File: src/rtl/tdma_node_pkg.sv
`timescale 1ns/1ps
package tdma_node_pkg;

   function automatic int slot_bits(input int n);
      return (n <= 2) ? 1 : $clog2(n);
   endfunction

   function automatic bit is_pow2(input int n);
      return (n > 0) && ((n & (n - 1)) == 0);
   endfunction

endpackage

File: src/rtl/tdma_slot_counter.sv
`timescale 1ns/1ps
module tdma_slot_counter #(
   parameter int SLOT_W = 6,
   localparam int LEN_W = SLOT_W + 1
) (
   input  logic              clk,
   input  logic              rst_n,
   input  logic              cfg_we,
   input  logic [LEN_W-1:0]  cfg_cycle_len,
   input  logic              tick,
   output logic [SLOT_W-1:0] cur_slot
);
   logic [LEN_W-1:0] len_q;
   logic [LEN_W-1:0] last_slot;
   logic             at_end;

   // configuration flops carry no reset: they are written only during reset
   always_ff @(posedge clk) begin
      if (!rst_n && cfg_we) len_q <= cfg_cycle_len;
   end

   // length 0 or above the slot range never matches and wraps naturally
   assign last_slot = len_q - LEN_W'(1);
   assign at_end    = ({1'b0, cur_slot} == last_slot);

   always_ff @(posedge clk or negedge rst_n) begin
      if (!rst_n)    cur_slot <= '0;
      else if (tick) cur_slot <= at_end ? '0 : cur_slot + SLOT_W'(1);
   end
endmodule

File: src/rtl/tdma_slot_lookup.sv
`timescale 1ns/1ps
module tdma_slot_lookup #(
   parameter int MAX_SLOTS    = 64,
   parameter int SLOT_W       = 6,
   parameter int LOOKUP_STYLE = 0
) (
   input  logic                 clk,
   input  logic                 rst_n,
   input  logic                 cfg_we,
   input  logic [MAX_SLOTS-1:0] cfg_slot_map,
   input  logic                 tick,
   input  logic [SLOT_W-1:0]    cur_slot,
   output logic                 phase_q,
   output logic                 active_q,
   output logic [SLOT_W-1:0]    slot_q
);
   logic [MAX_SLOTS-1:0] map_q;
   logic                 hit;

   always_ff @(posedge clk) begin
      if (!rst_n && cfg_we) map_q <= cfg_slot_map;
   end

   generate
      if (LOOKUP_STYLE == 0) begin : g_indexed
         assign hit = map_q[cur_slot];
      end else begin : g_decoded
         logic [MAX_SLOTS-1:0] sel;
         for (genvar i = 0; i < MAX_SLOTS; i++) begin : g_bit
            assign sel[i] = map_q[i] && (cur_slot == SLOT_W'(i));
         end
         assign hit = |sel;
      end
   endgenerate

   always_ff @(posedge clk or negedge rst_n) begin
      if (!rst_n) begin
         phase_q  <= 1'b0;
         active_q <= 1'b0;
         slot_q   <= '0;
      end else begin
         phase_q <= tick;
         if (tick) begin
            active_q <= hit;
            slot_q   <= cur_slot;
         end
      end
   end
endmodule

File: src/rtl/tdma_port_gate.sv
`timescale 1ns/1ps
module tdma_port_gate #(
   parameter int DATA_W = 16,
   parameter int SLOT_W = 6
) (
   input  logic              phase,
   input  logic              active,
   input  logic [SLOT_W-1:0] slot,
   input  logic              host_valid,
   input  logic [DATA_W-1:0] host_data,
   input  logic              bus_valid,
   input  logic [DATA_W-1:0] bus_data,
   output logic              fetch_valid,
   output logic [SLOT_W-1:0] fetch_slot,
   output logic              tx_valid,
   output logic [DATA_W-1:0] tx_data,
   output logic              store_valid,
   output logic [DATA_W-1:0] store_data
);
   logic own_now;
   logic listen_now;

   assign own_now    = phase && active;
   assign listen_now = phase && !active;

   assign fetch_valid = own_now;
   assign fetch_slot  = own_now ? slot : '0;
   assign tx_valid    = own_now && host_valid;
   assign tx_data     = tx_valid ? host_data : '0;
   assign store_valid = listen_now && bus_valid;
   assign store_data  = store_valid ? bus_data : '0;
endmodule

File: src/rtl/tdma_slot_node.sv
`timescale 1ns/1ps
module tdma_slot_node #(
   parameter int DATA_W       = 16,
   parameter int MAX_SLOTS    = 64,
   parameter int LOOKUP_STYLE = 0,
   localparam int SLOT_W = tdma_node_pkg::slot_bits(MAX_SLOTS),
   localparam int LEN_W  = SLOT_W + 1
) (
   input  logic                 clk,
   input  logic                 rst_n,
   input  logic                 cfg_we,
   input  logic [LEN_W-1:0]     cfg_cycle_len,
   input  logic [MAX_SLOTS-1:0] cfg_slot_map,
   input  logic                 tick,
   input  logic                 host_valid,
   input  logic [DATA_W-1:0]    host_data,
   input  logic                 bus_valid,
   input  logic [DATA_W-1:0]    bus_data,
   output logic                 fetch_valid,
   output logic [SLOT_W-1:0]    fetch_slot,
   output logic                 tx_valid,
   output logic [DATA_W-1:0]    tx_data,
   output logic                 store_valid,
   output logic [DATA_W-1:0]    store_data
);
   generate
      if (DATA_W < 1) begin : g_bad_width
         $error("DATA_W must be at least 1");
      end
      if (MAX_SLOTS < 2 || MAX_SLOTS > 64 || !tdma_node_pkg::is_pow2(MAX_SLOTS)) begin : g_bad_slots
         $error("MAX_SLOTS must be a power of two from 2 to 64");
      end
      if (LOOKUP_STYLE != 0 && LOOKUP_STYLE != 1) begin : g_bad_style
         $error("LOOKUP_STYLE must be 0 or 1");
      end
   endgenerate

   logic [SLOT_W-1:0] cur_slot;
   logic              phase_q;
   logic              active_q;
   logic [SLOT_W-1:0] slot_q;

   tdma_slot_counter #(.SLOT_W(SLOT_W)) u_counter (
      .clk           (clk),
      .rst_n         (rst_n),
      .cfg_we        (cfg_we),
      .cfg_cycle_len (cfg_cycle_len),
      .tick          (tick),
      .cur_slot      (cur_slot)
   );

   tdma_slot_lookup #(
      .MAX_SLOTS    (MAX_SLOTS),
      .SLOT_W       (SLOT_W),
      .LOOKUP_STYLE (LOOKUP_STYLE)
   ) u_lookup (
      .clk          (clk),
      .rst_n        (rst_n),
      .cfg_we       (cfg_we),
      .cfg_slot_map (cfg_slot_map),
      .tick         (tick),
      .cur_slot     (cur_slot),
      .phase_q      (phase_q),
      .active_q     (active_q),
      .slot_q       (slot_q)
   );

   tdma_port_gate #(.DATA_W(DATA_W), .SLOT_W(SLOT_W)) u_gate (
      .phase       (phase_q),
      .active      (active_q),
      .slot        (slot_q),
      .host_valid  (host_valid),
      .host_data   (host_data),
      .bus_valid   (bus_valid),
      .bus_data    (bus_data),
      .fetch_valid (fetch_valid),
      .fetch_slot  (fetch_slot),
      .tx_valid    (tx_valid),
      .tx_data     (tx_data),
      .store_valid (store_valid),
      .store_data  (store_data)
   );
endmodule

File: config.mk
export PLATFORM = sky130hd
export DESIGN_NAME = tdma_slot_node
export DESIGN_NICKNAME = d
export VERILOG_FILES = /design/src/rtl/tdma_node_pkg.sv /design/src/rtl/tdma_slot_counter.sv /design/src/rtl/tdma_slot_lookup.sv /design/src/rtl/tdma_port_gate.sv /design/src/rtl/tdma_slot_node.sv
export SDC_FILE = /design/constraint.sdc
export NUM_CORES = 1
export LEC_CHECK = 0
export ABC_AREA = 1
export CORE_AREA = 2 2 94 96
export CTS_BUF_LIST = sky130_fd_sc_hd__clkbuf_4
export DETAILED_ROUTE_END_ITERATION = 6
export DIE_AREA = 0 0 96 98
export PLACE_DENSITY = 0.95
export RECOVER_POWER = 50
export SLEW_MARGIN = 30
export SYNTH_ARGS = -nofsm -noshare
export SYNTH_HDL_FRONTEND = slang
export SYNTH_SLANG_ARGS = --single-unit
export TNS_END_PERCENT = 20
File: constraint.sdc
create_clock -name clk -period 4.15 [get_ports clk]
set_input_delay 0.83 -clock clk [delete_from_list [all_inputs] [get_ports clk]]
set_output_delay 0.83 -clock clk [all_outputs]
set_load 0.02 [all_outputs]
* Word-level counts from Yosys, hierarchy flattened
Index checks and enable logic that the tools add are counted.
** Operators by class
- $add $sub $neg :: 2
- Order comparisons :: 1
- Equality and inequality tests :: 1
- Multiplexer cells :: 6
- Reduce and logical (&&, ||, !) cells :: 7
** Operators by type and width (number)
- $mux W16 :: 2
- $mux W6 :: 2
- $eq A6 B7 Y1 :: 1
- $lt A6 B7 Y1 const B :: 1
- $sub A7 B1 Y7 const B :: 1
- $add A6 B1 Y6 const B :: 1
- $bmux W1 S6 :: 1
- $logic_and A1 B1 Y1 :: 5
- $logic_not A1 Y1 :: 2
- $mux W1 :: 1
** Word-level totals
- Register bits after elaboration :: 85
- Bits of input ports :: 109
- Output and inout bits :: 41
- Word-level logic and storage cells :: 23

* Longest topological paths before layout
Gate-level depths: netlist (run 1).
- Word-level depth :: 4
- Gate-level depth with buffers :: 13
- Mapped depth without buffers :: 13

* Modules after synthesis
A second synthesis (run 1) with hierarchy kept.
** Second synthesis, totals
- Cell total of the unflattened synthesis :: 440
- Area, all modules :: 4073.9 µm²
** By module, submodules not included
- tdma_slot_lookup :: instances 1, cells each 239, area an instance 2894.0 µm², seq. area each 2122.0 µm²
- tdma_slot_counter :: instances 1, cells each 116, area an instance 833.3 µm², seq. area each 360.3 µm²
- tdma_port_gate :: instances 1, cells each 85, area an instance 346.6 µm², seq. area each 0.0 µm²

* Worst setup path after synthesis (run 1)
OpenSTA, ideal clock, no wires.
- Path kind :: input to register
- Start point :: in cfg_we
- End point :: reg u_counter.len_q[0] (enable)
- Library setup time :: 502 ps
- Arrival :: 3846 ps
- Data required time :: 3648 ps
- Setup slack :: -198 ps
- Stages :: 2
- Path buffers :: 0
- Cell sequence :: inv_1 > nor2_1
** On the way
- Word-level cells in the longest chain between the ends :: 1
** Ends and longest elaborated chain
- start: declaration :: line tdma_slot_node.sv:11 : input logic cfg_we,
- $logic_and A1 B1 Y1 :: line tdma_slot_counter.sv:19 : if (!rst_n && cfg_we) len_q <= cfg_cycle_len;
- end signal: assignment :: line tdma_slot_counter.sv:19
- end: declaration :: line tdma_slot_counter.sv:13 : logic [LEN_W-1:0] len_q;
No other way between the ends.
A chain may end at the register's enable or synchronous reset.

* Final worst setup path (run 1)
- Start point :: in bus_valid
- End point :: out store_data[3]
** On the way
- Word-level cells in the longest chain between the ends :: 2
** Ends and longest elaborated chain
- start: declaration :: line tdma_slot_node.sv:17 : input logic bus_valid,
- $logic_and A1 B1 Y1 :: line tdma_port_gate.sv:30 : assign store_valid = listen_now && bus_valid;
- $mux W16 :: line tdma_port_gate.sv:31 : assign store_data = store_valid ? bus_data : '0;
- end: declaration :: line tdma_slot_node.sv:24 : output logic [DATA_W-1:0] store_data
No other way between the ends.

==> metrics, run 1 <==
CTS clk-pin slew, worst paths 0.13 ns; r2r startpoint u_counter.cur_slot[0]; Placeable Area 8470 µm²; commonest non-fill, non-tap cell in the layout nand2_1; hold depth 2; Die Span Y 98 µm; flop2flop setup slack 1.80 ns; # Max-Cap Violations 0; critical path launch point bus_valid; Worst Hold Class reg -> reg; fin nets 713; TritonCTS buffer count 9; fillers 658; CTS root buf clkbuf_4; synthesis-to-layout area growth 40.8%; row cnt 34; Post-DRT Antenna Nets 0; Lkg Pwr 2.63 nW; Crit Path Max Fanout 16; critical path arrival 2.45 ns; WL/cell 13.1 µm; Tcrit/Tclk final 79.2%; status complete, no violations; Async S/R FF share, synth 16.5%; Clock power frac 19.6%; WL final 9.35 mm; required time worst endpoint 3.32 ns; clock buffer depth 2; synthesized net count 566; worst r2r dst u_lookup.active_q; HPWL after detailed placement 7.03 mm; first-pass GRT wire length 14.2 mm; Slew Limit Headroom 6.07%; HP Start u_lookup.slot_q[3]; TritonCTS clock tree built; number of setup buffers added after CTS 0; Syn Std Cell Area 4130 µm²; number of flops mapped to enable cells by yosys 71; Seq pwr share 47.9%; gr ovfl total 0; diode count 0; vias in the first global route 3244; initial antenna violation count 0; DR vias/cell 4.71; Final TNS setup 0 ns; Worst Reg-to-Reg Cells 12; Global Route Usage Sum 19.8%; Worst-Margin Slew 1.41 ns; fraction of layout cells with a size suffix above 1 5.11%; Slew Limit Fails 0; final setup vio count 0; Iteration-0 DRC Markers 200; Starting Density 48.7%; Skew-Pair Late Insertion Delay 0.44 ns; switching power 848 µW; Synth warnings 0; drt drc 0; clock sink count 85; I/O pins 150; crit path capture type output port; # hold bufs at CTS 0; Die Area 9410 µm²; commonest cells after routing, fill and taps aside nand2_1 (128), inv_1 (95), clkdlybuf4s50_1 (76), dlygate4sd3_1 (73), edfxtp_1 (71); Layout Skew 0.0142 ns; fin util 68.6%; peak supply drop 0.258 mV; Mapped Cells 455; Yosys cell types 30; input/output buffers 149; sequential share of the synthesized area 60.2%; die width 96 µm; Yosys reg bits 85; average size of a mapped cell 9.07 µm²; min cycle time layout 3.28 ns; largest net degree at the start of global routing 46; Critical Setup Path Class in -> out; CTS H-tree lvls 3; Fin. Hold Viols 0; pwr dens 414 nW/µm²; Net Sw Frac 35.3%; RSZ-0062 raised after global routing no; first-pass detailed-route iteration total 4; Worst Hold Path EP u_lookup.slot_q[3]; fmax 304 MHz; P_int 1.56 mW; GPL Wtd Cong 0.837; vias 3367; Hold WS 0.537 ns; Most used DFF post-synth edfxtp_1; CP startpoint kind primary input; Place WS 0.855 ns; combinational fraction of design power 32.5%; Resized Gates After CTS 0; final worst slack 0.865 ns
## kinds of logic after synthesis
family                   synth area share, %
AND/OR/NAND/NOR                         23.0
buffers and inverters                   11.9
flip-flops                              60.2
AO/OA/AOI/OAI                           2.15
XOR/XNOR                                2.24
adder cells (fa/ha/maj)                0.606
## worst max path at each step
| stage | end | slack [ns] | depth (start not counted) |
|---|---|---|---|
| global route | store_data[3] | 0.78 | 6 |
| CTS | store_data[3] | 0.85 | 6 |
| floorplan | u_counter.len_q[0] | 1.03 | 2 |
| finish | store_data[3] | 0.87 | 6 |
| detailed placement | store_data[3] | 0.85 | 6 |
| global placement | store_data[8] | 0.93 | 6 |
## cell usage after synthesis, types with 2 or more instances
library cell | count | share of area [%]
edfxtp_1 | 71 | 52
buf_4 | 5 | 0.91
clkbuf_1 | 4 | 0.36
clkinv_1 | 2 | 0.18
xnor2_1 | 3 | 0.64
o211ai_1 | 2 | 0.36
dfrtp_1 | 14 | 8.5
inv_1 | 95 | 8.6
nor2_2 | 2 | 0.30
or2_2 | 4 | 0.61
buf_2 | 4 | 0.49
nor3_1 | 2 | 0.24
xor2_1 | 5 | 1.1
nor2_1 | 47 | 4.3
o21ai_0 | 12 | 1.5
nand2_1 | 128 | 12
ha_1 | 2 | 0.61
or2_0 | 2 | 0.30
buf_6 | 3 | 0.82
nand3_1 | 38 | 4.6
## power by group through the flow
stage | Combinational, mW | Sequential [mW] | Clock [mW]
after detailed placement | 0.795 | 1.17 | 0
final | 0.781 | 1.15 | 0.471
after floorplan | 0.598 | 1.08 | 0
after global routing | 0.878 | 1.17 | 0.514
after global placement | 0.765 | 1.16 | 0
after CTS | 0.800 | 1.15 | 0.480
## sequential cells by signal, summed over array words and instances (netlist names)
name / cells
u_counter.cur_slot: 6
u_lookup.map_q: 64
u_counter.len_q: 7
u_lookup.phase_q: 1
u_lookup.active_q: 1
u_lookup.slot_q: 6
## routing by layer
metal  up-vias  track usage [%]  share of wire [%]
met5         -                0                  0
met3         9             4.71                 10
met4         0             7.80               0.99
met2       161             36.3                 52
li1       1690                -                  -
met1      1507             21.6                 37
## worst max-delay path, cell delays in order
cell and delay [ns]:
clkdlybuf4s50_1 0.46, nand2_1 0.05, nor2_1 0.12, inv_1 0.21
nor2_1 0.16, clkdlybuf4s50_1 0.63
## stage by stage
stage          cells  power (mW)  cell area (µm²)
6_report         715        2.40             5810
5_1_grt          715        2.56             5810
4_1_cts          715        2.43             5820
3_5_place_dp     699        1.97             5680
3_3_place_gp     699        1.93             5680
2_1_floorplan    455        1.67             4130
## cell type report
class / instances / area, µm² / area share (%)
flip-flops and latches: 85 / 2480 / 42.7
repair buffers: 152 / 1510 / 26.0
multi-input cells: 254 / 1150 / 19.9
inverters: 100 / 383 / 6.59
well taps: 108 / 135 / 2.33
clock inverters: 7 / 75.1 / 1.29
clock buffers: 9 / 67.6 / 1.16
(Power assumes the default switching activity.)
==> run 2: changes to the inputs <==
- CORE_AREA: 2 2 94 96 -> 2 2 103 105
- DIE_AREA: 0 0 96 98 -> 0 0 105 107
- PLACE_DENSITY: 0.95 -> 0.86
- clock period: 4.15 -> 2.8 ns (I/O delays scaled with it)
==> run 2 against run 1 <==
Critical path depth unchanged. Die area increased by 19%. Largest cell class unchanged. Highest routed layer unchanged. Routed wire length increased by 0.61%. Final area increased by 1.5%. Register-to-register slack got worse by 0.96 ns. Worst setup slack got worse by 0.72 ns. Via count increased by 1.0%. Clock power increased by 63%. Worst hold slack got worse by 0.0064 ns. Combinational power increased by 52%. Cell count increased by 4.3%. Sequential share of layout area decreased by 0.64 points.
==> metrics, run 2 (synthesized netlist as in run 1, its figures left out) <==
status complete, no violations; CTS H-tree lvls 3; max reg flops 64; required time worst endpoint 2.24 ns; critical path arrival 2.10 ns; # Max-Cap Violations 0; DR vias/cell 4.56; Worst Hold Class reg -> reg; Place WS 0.0498 ns; I/O pins 150; Crit Path Max Fanout 16; Skew-Pair Late Insertion Delay 0.44 ns; TritonCTS clock tree built; CP Buf/Inv Count 3; Starting Density 40.9%; # hold bufs at CTS 0; Slew Limit Fails 0; first-pass detailed-route iteration total 4; final worst slack 0.142 ns; Post-DRT Antenna Nets 0; fin nets 717; Worst path slowest cell clkdlybuf4s50_1; most flop-heavy register u_lookup.map_q; GPL Wtd Cong 0.828; CTS root buf clkbuf_4; Die Span Y 107 µm; die width 105 µm; Lkg Pwr 2.72 nW; HPWL after detailed placement 7.17 mm; crit path capture type output port; final setup vio count 0; synthesis-to-layout area growth 42.9%; TritonCTS buffer count 9; Critical Setup Path Class in -> out; gr ovfl total 0; first-pass GRT wire length 15.4 mm; Slew Limit Headroom 42.4%; diode count 0; clock buffer depth 2; Final TNS setup 0 ns; Global Route Usage Sum 17.3%; row cnt 37; Layout Skew 0.0197 ns; Iteration-0 DRC Markers 163; commonest cells after routing, fill and taps aside nand2_1 (127), inv_1 (94), clkdlybuf4s50_1 (73), dlygate4sd3_1 (73), edfxtp_1 (71); RSZ-0062 raised after global routing no; input/output buffers 149; Die Area 11200 µm²; crit-path cells clkdlybuf4s50_1 -> nand2_1 -> nor2_1 -> inv_2 -> nor2_1 -> clkdlybuf4s50_1; vias in the first global route 3381; vias 3402; Placeable Area 10100 µm²; WL/cell 12.6 µm; CTS clk-pin slew, worst paths 0.13 ns; pwr dens 618 nW/µm²; fraction of layout cells with a size suffix above 1 5.57%; registers with the most flip-flops u_lookup.map_q (64), u_counter.len_q (7); WL final 9.41 mm; Tcrit/Tclk final 94.9%; Fin. Hold Viols 0; CP max stage delay 0.61 ns; Worst-Margin Slew 0.861 ns; CP startpoint kind primary input; commonest non-fill, non-tap cell in the layout nand2_1; largest net degree at the start of global routing 47; min cycle time layout 2.66 ns; clock sink count 85; Crit path max-delay family buffers and inverters; initial antenna violation count 0; peak supply drop 0.295 mV; fmax 376 MHz; drt drc 0
run 2: metrics by stage:
stage               std cells  power [mW]  cell area (µm²)  hold slack (ns)  utilization (%)
floorplan                 455        2.48             4130            0.264                -
global placement          731        2.89             5750            0.503             57.0
detailed placement        731        2.93             5750            0.516             57.0
CTS                       746        3.70             5910            0.526             58.6
global route              746        3.89             5900            0.560             58.4
finish                    746        3.64             5900            0.531             58.4
run 2: worst register-to-register path, cell delays in order, from the launching register on:
cell	delay, ns
dfrtp_1	0.83
buf_4	0.35
nor2_1	0.08
o21ai_0	0.24
nand2_1	0.09
nand3_1	0.08
nand3_1	0.07
nand2_1	0.07
nand2_1	0.05
nand3_1	0.05
run 2: layout make-up:
cell class | instances | area, µm²
fillers | 849 | 4200
flip-flops and latches | 85 | 2480
repair buffers | 156 | 1540
multi-input cells | 254 | 1160
inverters | 100 | 383
well taps | 136 | 170
clock inverters | 6 | 87.6
clock buffers | 9 | 67.6
run 2: final timing paths:
| check | cells past startpoint | to | slack, ns | start |
|---|---|---|---|---|
| worst max-delay path | 6 | store_data[3] | 0.14 | bus_valid |
| worst min register to register | 2 | u_lookup.slot_q[3] | 0.53 | u_lookup.slot_q[3] |
| max in group asynchronous | 2 | u_lookup.active_q | 1.63 | rst_n |
| worst min-delay path | 2 | u_lookup.slot_q[3] | 0.53 | u_lookup.slot_q[3] |
| worst max register to register | 9 | u_lookup.active_q | 0.84 | u_counter.cur_slot[0] |
| min in group asynchronous | 2 | u_lookup.slot_q[1] | 0.72 | rst_n |
run 2: timing repair:
item,4_1_cts,5_1_grt
endpoints found under the setup margin,4,28
gates resized for setup,1,5
gates cloned,0,0
buffers inserted,0,0
run 2: report_power, final:
part	internal, mW	switching [mW]	total, mW
registers	1.52	0.162	1.68
logic	0.523	0.670	1.19
clock network	0.357	0.409	0.766
total	2.40	1.24	3.64
run 2: metal layers:
metal | vias to the layer above | part of all wire [%] | GRT usage (%)
met2 | 148 | 50 | 30.8
met4 | 0 | 1.6 | 5.24
met5 | - | 0 | 0
met3 | 16 | 9.1 | 6.57
li1 | 1699 | - | -
met1 | 1539 | 40 | 19.2
==> run 3: changes to the inputs <==
- SETUP_SLACK_MARGIN: unset -> 0.1
- SKIP_LAST_GASP: unset -> 1
==> run 3 against run 2 <==
Non-clock buffer count stayed put. First-iteration DRC count shrank 14%. Total power is essentially flat. Critical path depth is the same. Sequential share of layout area decreased by 0.089 points. Critical endpoint unchanged. Via count is essentially flat. Largest cell class unchanged.
==> metrics, run 3 (synthesized netlist as in run 1, its figures left out) <==
Die Span Y 107 µm; Crit Path Max Fanout 16; Lkg Pwr 2.75 nW; Clock power frac 21.0%; Post-DRT Antenna Nets 0; P_int 2.40 mW; CTS H-tree lvls 3; Global Route Usage Sum 17.3%; flop2flop setup slack 0.84 ns; CP max stage delay 0.61 ns; Critical Setup Path Class in -> out; # Max-Cap Violations 0; vias 3399; drt drc 0; CTS root buf clkbuf_4; fraction of layout cells with a size suffix above 1 5.57%; initial antenna violation count 0; Skew-Pair Late Insertion Delay 0.44 ns; Post-DP Area 5750 µm²; HPWL after detailed placement 7.17 mm; Worst-Margin Slew 0.985 ns; commonest non-fill, non-tap cell in the layout nand2_1; first-pass GRT wire length 15.4 mm; GPL Wtd Cong 0.828; registers with the most flip-flops u_lookup.map_q (64), u_counter.len_q (7); total power 3.64 mW; row cnt 37; critical path arrival 2.09 ns; Slew Limit Headroom 34.1%; diode count 0; clock buffer depth 2; pwr dens 616 nW/µm²; combinational fraction of design power 32.8%; final setup vio count 0; required time worst endpoint 2.24 ns; Worst path slowest cell clkdlybuf4s50_1; Final TNS setup 0 ns; CP startpoint kind primary input; switching power 1.24 mW; CTS clk-pin slew, worst paths 0.13 ns; DR vias/cell 4.56; vias in the first global route 3381; Net Sw Frac 34.0%; Fin. Hold Viols 0; WL/cell 12.6 µm; largest net degree at the start of global routing 47; I/O pins 150; min cycle time layout 2.65 ns; status complete, no violations; max reg flops 64; Worst Hold Class reg -> reg; Die Area 11200 µm²; Tcrit/Tclk final 94.8%; fmax 377 MHz; gr ovfl total 0; crit-path cells clkdlybuf4s50_1 -> nand2_1 -> nor2_1 -> inv_2 -> nor2_1 -> clkdlybuf4s50_1; crit path capture type output port; Iteration-0 DRC Markers 140; die width 105 µm; WL final 9.41 mm; RSZ-0062 raised after global routing yes; commonest cells after routing, fill and taps aside nand2_1 (127), inv_1 (94), dlygate4sd3_1 (73), clkdlybuf4s50_1 (71), edfxtp_1 (71); finished layout cell area 5910 µm²; Slew Limit Fails 0; Starting Density 40.9%; first-pass detailed-route iteration total 4; peak supply drop 0.295 mV; Placeable Area 10100 µm²; input/output buffers 149; TritonCTS buffer count 9; clock sink count 85; most flop-heavy register u_lookup.map_q; Layout Skew 0.0197 ns; Seq pwr share 46.2%; TritonCTS clock tree built; # hold bufs at CTS 0; fin nets 717; synthesis-to-layout area growth 43.2%
## run 3: metrics by stage
stage / hold WS, ns / util, % / instances / setup slack, ns
floorplan: 0.264 / - / 455 / 0.621
global placement: 0.503 / 57.0 / 731 / 0.128
detailed placement: 0.516 / 57.0 / 731 / 0.0498
CTS: 0.526 / 58.6 / 746 / 0.0432
global route: 0.560 / 58.6 / 746 / -0.0251
finish: 0.531 / 58.6 / 746 / 0.146
## run 3: power by group through the flow
| stage | clock [mW] | sequential (mW) | combinational, mW |
|---|---|---|---|
| 3_5_place_dp | 0 | 1.71 | 1.22 |
| 4_1_cts | 0.785 | 1.68 | 1.23 |
| 6_report | 0.766 | 1.68 | 1.19 |
| 2_1_floorplan | 0 | 1.59 | 0.887 |
| 5_1_grt | 0.836 | 1.70 | 1.35 |
| 3_3_place_gp | 0 | 1.71 | 1.18 |
## run 3: worst max-delay path, delay by kind of cell
family                 cells  cell delay, ns
buffers and inverters      3            1.21
and+or+nand+nor            3            0.31
## run 3: worst paths after layout
path | startpoint | endpoint | depth (start not counted)
max in group asynchronous | rst_n | u_lookup.active_q | 2
min | u_lookup.slot_q[3] | u_lookup.slot_q[3] | 2
min reg2reg | u_lookup.slot_q[3] | u_lookup.slot_q[3] | 2
max | bus_valid | store_data[3] | 6
min in group asynchronous | rst_n | u_lookup.slot_q[1] | 2
max reg2reg | u_counter.cur_slot[0] | u_lookup.active_q | 9
## run 3: timing repair
action	CTS	global route
setup endpoints to repair	33	33
gates cloned	0	0
buffers inserted	0	0
resized for setup	1	6
## run 3: final cells by class
type	count	area (µm²)
clock inverter	6	87.6
tap	136	170
clock buffer	9	67.6
multi-input combinational	254	1160
timing repair buffer	156	1560
fill	850	4180
inverter	100	383
sequential	85	2480
## run 3: routing by layer
layer  GRT usage [%]  share of wire, %  up-vias
met5               0                 0        -
met3            6.57               8.8       18
met1            19.2                40     1533
met4            5.24               1.7        0
li1                -                 -     1698
met2            30.8                49      150
